==> config.mk <==
export PLATFORM = sky130hd
export DESIGN_NAME = cmd_port_decoder
export DESIGN_NICKNAME = d
export VERILOG_FILES = /design/src/rtl/cmdport_pkg.sv /design/src/rtl/cmd_classify.sv /design/src/rtl/reg_bank.sv /design/src/rtl/addr_code_reg.sv /design/src/rtl/status_gen.sv /design/src/rtl/cmd_port_decoder.sv
export SDC_FILE = /design/constraint.sdc
export NUM_CORES = 1
export LEC_CHECK = 0
export ABC_AREA = 1
export BUFFER_PORTS_ARGS = -buffer_cell sky130_fd_sc_hd__buf_2
export CAP_MARGIN = 20
export CORE_UTILIZATION = 24
export CTS_CLUSTER_SIZE = 10
export DETAILED_ROUTE_END_ITERATION = 8
export HOLD_SLACK_MARGIN = 0.06
export PLACE_DENSITY = 0.49
export SLEW_MARGIN = 15
export SYNTH_ARGS = -nofsm -noshare
export SYNTH_HDL_FRONTEND = slang
export SYNTH_HIERARCHICAL = 1
export SYNTH_SLANG_ARGS = --single-unit
==> constraint.sdc <==
create_clock -name clk -period 5.3 [get_ports clk]
set_input_delay 0.265 -clock clk [delete_from_list [all_inputs] [get_ports clk]]
set_output_delay 0.265 -clock clk [all_outputs]
set_load 0.1 [all_outputs]
==> src/rtl/cmdport_pkg.sv <==
`timescale 1ns/1ps
package cmdport_pkg;
    localparam int WORD_W = 16;
    localparam int ADDR_W = 16;
    localparam int CODE_W = 6;
    localparam int REG_W  = 8;
    localparam int IDX_W  = 5;
    localparam int LOW_ADDR_W = 14;

    localparam logic [WORD_W-1:0] STATUS_BASE = 16'h3400;
    localparam int ST_EMPTY_BIT = 9;
    localparam int ST_FULL_BIT  = 8;
    localparam logic [1:0] REG_PREFIX = 2'b10;

    typedef enum logic [1:0] {
        WK_NONE,
        WK_REG,
        WK_FIRST,
        WK_SECOND
    } word_kind_e;

    typedef struct packed {
        word_kind_e         kind;
        logic [WORD_W-1:0]  word;
    } cmd_dec_t;

    function automatic word_kind_e classify(
        input logic [WORD_W-1:0] w,
        input logic              valid,
        input logic              pend_eff,
        input logic              idx_ok
    );
        if (!valid)                     return WK_NONE;
        if (pend_eff)                   return WK_SECOND;
        if (w[15:14] == REG_PREFIX)     return idx_ok ? WK_REG : WK_NONE;
        return WK_FIRST;
    endfunction
endpackage

==> src/rtl/cmd_classify.sv <==
`timescale 1ns/1ps
module cmd_classify
    import cmdport_pkg::*;
#(
    parameter int NUM_REGS = 24
) (
    input  logic              cmd_valid,
    input  logic [WORD_W-1:0] cmd_word,
    input  logic              pending,
    input  logic              clr,
    output cmd_dec_t          dec
);
    logic pend_eff;
    logic idx_ok;

    always_comb begin
        pend_eff  = pending & ~clr;
        idx_ok    = 32'(cmd_word[12:8]) < NUM_REGS;
        dec.kind  = classify(cmd_word, cmd_valid, pend_eff, idx_ok);
        dec.word  = cmd_word;
    end
endmodule

==> src/rtl/reg_bank.sv <==
`timescale 1ns/1ps
module reg_bank
    import cmdport_pkg::*;
#(
    parameter int NUM_REGS = 24
) (
    input  logic                      clk,
    input  logic                      rst,
    input  logic                      we,
    input  logic [IDX_W-1:0]          widx,
    input  logic [REG_W-1:0]          wval,
    output logic [NUM_REGS*REG_W-1:0] regs_flat
);
    for (genvar i = 0; i < NUM_REGS; i++) begin : g_reg
        logic [REG_W-1:0] q;
        always_ff @(posedge clk) begin
            if (rst)
                q <= '0;
            else if (we && widx == IDX_W'(i))
                q <= wval;
        end
        assign regs_flat[i*REG_W +: REG_W] = q;
    end
endmodule

==> src/rtl/addr_code_reg.sv <==
`timescale 1ns/1ps
module addr_code_reg
    import cmdport_pkg::*;
(
    input  logic              clk,
    input  logic              rst,
    input  cmd_dec_t          dec,
    input  logic              clr,
    input  logic              addr_inc,
    input  logic [REG_W-1:0]  step,
    output logic [ADDR_W-1:0] addr,
    output logic [CODE_W-1:0] code,
    output logic              pending
);
    always_ff @(posedge clk) begin
        if (rst) begin
            addr    <= '0;
            code    <= '0;
            pending <= 1'b0;
        end else begin
            case (dec.kind)
                WK_FIRST: begin
                    addr[LOW_ADDR_W-1:0] <= dec.word[LOW_ADDR_W-1:0];
                    code[1:0]            <= dec.word[15:14];
                    pending              <= 1'b1;
                end
                WK_SECOND: begin
                    addr[ADDR_W-1:LOW_ADDR_W] <= dec.word[1:0];
                    code[CODE_W-1:2]          <= dec.word[5:2];
                    pending                   <= 1'b0;
                end
                default: begin
                    if (addr_inc)
                        addr <= addr + ADDR_W'(step);
                    if (clr)
                        pending <= 1'b0;
                end
            endcase
        end
    end
endmodule

==> src/rtl/status_gen.sv <==
`timescale 1ns/1ps
module status_gen
    import cmdport_pkg::*;
(
    input  logic              fifo_empty,
    input  logic              fifo_full,
    output logic [WORD_W-1:0] status
);
    always_comb begin
        status               = STATUS_BASE;
        status[ST_EMPTY_BIT] = fifo_empty;
        status[ST_FULL_BIT]  = fifo_full;
    end
endmodule

==> src/rtl/cmd_port_decoder.sv <==
`timescale 1ns/1ps
module cmd_port_decoder
    import cmdport_pkg::*;
#(
    parameter int NUM_REGS    = 24,
    parameter int AUTOINC_IDX = 15
) (
    input  logic                      clk,
    input  logic                      rst,
    input  logic                      cmd_valid,
    input  logic [15:0]               cmd_word,
    input  logic                      stat_rd,
    input  logic                      data_access,
    input  logic                      addr_inc,
    input  logic                      fifo_empty,
    input  logic                      fifo_full,
    output logic [15:0]               status,
    output logic [15:0]               addr,
    output logic [5:0]                code,
    output logic                      pending,
    output logic [NUM_REGS*8-1:0]     regs_flat
);
    cmd_dec_t dec;
    logic     clr;
    logic     reg_we;

    assign clr    = data_access | stat_rd;
    assign reg_we = (dec.kind == WK_REG);

    cmd_classify #(.NUM_REGS(NUM_REGS)) u_classify (
        .cmd_valid (cmd_valid),
        .cmd_word  (cmd_word),
        .pending   (pending),
        .clr       (clr),
        .dec       (dec)
    );

    reg_bank #(.NUM_REGS(NUM_REGS)) u_regs (
        .clk       (clk),
        .rst       (rst),
        .we        (reg_we),
        .widx      (dec.word[12:8]),
        .wval      (dec.word[7:0]),
        .regs_flat (regs_flat)
    );

    addr_code_reg u_addr (
        .clk      (clk),
        .rst      (rst),
        .dec      (dec),
        .clr      (clr),
        .addr_inc (addr_inc),
        .step     (regs_flat[AUTOINC_IDX*REG_W +: REG_W]),
        .addr     (addr),
        .code     (code),
        .pending  (pending)
    );

    status_gen u_status (
        .fifo_empty (fifo_empty),
        .fifo_full  (fifo_full),
        .status     (status)
    );
endmodule

==> results_dict.tcl <==
set metrics [dict create \
    critical_path_class "in2reg" \
    worstPathMaxFanout 16 \
    yosys_warnings 6 \
    violations "DRC" \
    critical_path.cell_chain "dlygate4sd3_1, buf_2, inv_2, nand3_2, a21oi_2, inv_1, nor2_2, inv_1, nor2_2, nand3_1, nand2_1, nand2_1, nor2_1" \
    place.gp.congestion 0.8415 \
    route.detailed.wl_per_inst_um 15.03 \
    antenna_found_initial 1 \
    grt_max_degree 129 \
    die_h_um 210.9 \
    peakVddDrop_mv 0.2305 \
    maxSlewHeadroom_pct 25.06 \
    postRouteWirelength_um 37210 \
    syn2layout_area_growth_pct 23.14 \
    drt_pass1_iterations 7 \
    regArea_sq_um 4304 \
    cpPeakStageDelay_ns 0.60 \
    synth_edf_count 0 \
    crit_buf_inv 5 \
    clkTransAtPathRegs_ns 0.06 \
    clk_latency_ns 0.54 \
    end_kind "flop" \
    cts_tree "built" \
    drc 1 \
    hpwl_um 24670 \
    start_util_pct 24.31 \
    synth_top_area_share_pct 41.09 \
    syn-instance-count 1688 \
    reg2regPathDepth 10 \
    cp_slowest_cell "nand3_1" \
    synth_top_cell_by_area "dfxtp_1" \
    hold_viol 0 \
    synthTopCellsByCount "466 x nand2_1, 325 x inv_1, 311 x nor2_1" \
    rows 76 \
    arrival_ns 3.16 \
    grt_overflow 0 \
    core_sq_um 43080 \
    vias 10167 \
    grt_pass1_vias 9243 \
    syn_area_per_cell_sq_um 6.205 \
    cts_setup_buffers 0 \
    status "finished, violations left" \
    power.density_nw_per_um2 290.5 \
    synthFlopType "dfxtp_1" \
    seq_area_frac_synth_pct 41.09 \
    finalCriticalPeriod_ns 2.678 \
    worst_hold_slack_ns 0.1030 \
    startpoint_type "input port" \
    r2r-end "u_regs/g_reg[0].q[3]" \
    cp_top_family "simple AND/OR/NAND/NOR gates" \
    crit_required_ns 5.78 \
    track_usage_pct 16.42 \
    finalSetupViolations 0 \
    dieArea_sq_um 44480 \
    cts.path.max_buffers 3 \
    drt_iter0_drc 579 \
    drv_cap 0 \
    io_buffer_count 236 \
    fin_nets 1913 \
    hold_path_class "in2reg" \
    p_leak_nw 6.884 \
    insertedDiodeCount 0 \
    holdPathEnd "u_regs/g_reg[17].q[7]" \
    rsz0062_at_grt "no" \
    slew_viol_final 0 \
    num_io_pins 255 \
    async_flop_share_pct 0 \
    skew_ns 0.01589 \
    cts_max_level 1 \
    post-route-period-util_pct 50.52 \
    drtAntennaViolNets 0 \
    root_buffer "clkbuf_16" \
    finalSetupTns_ns 0 \
    synth_most_common_cell "nand2_1" \
    numCtsBuffers 27 \
    synthTopCellsByArea "dfxtp_1 41%, nand2_1 17%, inv_1 12%" \
    hold_depth 3 \
    timing.fmax_mhz 373.5 \
    clkSinkCount 215 \
    r2r-start "u_addr/pending" \
    yosysUniqueCellTypes 33 \
    tightest_slew_ns 1.117 \
    synth-seq-cells 215 \
    place_area_sq_um 12080 \
    die_w_um 210.9 \
    grt_pass1_wl_um 55790 \
    layout-drive-gt1-share_pct 16.77 \
    r2r_setup_slack_ns 2.69 \
    nFillCells 4769 \
    min-delay-start "cmd_word[7]" \
    vias_per_cell 4.108 \
    synth_area_sq_um 10470 \
    stdcell_area_sq_um 12900 \
    multiInputGateArea_sq_um 4431 \
]
-- worst max-delay path by stage --
stage,startpoint,end,slack [ns],cells past startpoint
6_report,cmd_word[14],u_regs/g_reg[0].q[3],2.62,13
4_1_cts,cmd_word[14],u_regs/g_reg[0].q[3],2.66,13
5_1_grt,cmd_word[14],u_regs/g_reg[0].q[3],2.35,13
3_3_place_gp,data_access,u_regs/g_reg[8].q[0],2.62,13
3_5_place_dp,data_access,u_regs/g_reg[0].q[3],2.56,14
2_1_floorplan,u_addr/pending,u_regs/g_reg[4].q[4],2.82,10
-- power by group --
| part | switching [mW] | internal, mW | leakage (nW) |
|---|---|---|---|
| logic | 0.337 | 0.0691 | 4.77 |
| clock network | 0.708 | 0.989 | 0.383 |
| registers | 0.0135 | 1.63 | 1.73 |
-- cells by family (layout without fill, tap and decap cells) --
logic type	after synthesis	in the layout	synth area share [%]
other	2	14	0.07170
and+or+nand+nor	981	981	38.13
xor gates and xnor gates	3	3	0.2509
buffers and inverters	442	632	17.25
DFF	215	215	41.09
adders and majority gates	9	9	1.147
AOI/OAI and AO/OA	36	36	2.055
-- worst reg2reg max path, cell delays in order (launching register included) --
cell	delay (ns)
dfxtp_1	0.37
nand2_2	0.08
a21oi_2	0.23
inv_1	0.08
nor2_2	0.18
inv_1	0.08
nor2_2	0.55
nand3_1	0.60
nand2_1	0.21
nand2_1	0.07
nor2_1	0.11
-- layout make-up --
type	instances	area share (%)
clock buffer	34	5.598
clock inverter	5	0.3880
inverter	341	9.963
multi-input combinational	1043	34.35
sequential	215	33.37
tap	585	5.675
timing repair buffer	252	10.65
-- cell usage in the layout (no fill, tap or decap), types with 10 or more instances in the layout --
cell / Yosys / routed
a21oi_1: 10 / 10
buf_2: 10 / 236
buf_4: 34 / 10
clkbuf_16: 0 / 27
conb_1: 2 / 14
dfxtp_1: 215 / 215
inv_1: 325 / 324
nand2_1: 466 / 466
nand3_1: 183 / 183
nor2_1: 311 / 304
nor2_2: 4 / 10
o21ai_0: 11 / 11
-- routing by layer --
| layer | wire length [um] | track usage, % |
|---|---|---|
| met1 | 17000 | 21.76 |
| met2 | 17280 | 27.31 |
| met3 | 2104 | 2.944 |
| met4 | 816 | 4.323 |
| met5 | 13 | 0 |
-- repair_timing --
action	CTS	global route
hold buffers	2	0
gates resized for setup	0	0
hold endpoints to repair	2	0
-- stage by stage --
stage	total power [mW]	std cells	util [%]	setup WS [ns]
final	3.747	2475	29.94	2.622
after global routing	3.902	2475	29.94	2.350
after CTS	3.814	2474	29.88	2.664
after detailed placement	2.084	2433	28.04	2.556
after global placement	2.076	2429	27.86	2.620
after floorplan	1.999	1700	-	2.819
-- registers in the layout (all words and copies together) (netlist names) --
signal,count
u_regs/g.q,192
u_addr/addr,16
u_addr/code,6
u_addr/pending,1
Power figures use the tool's default switching activity.
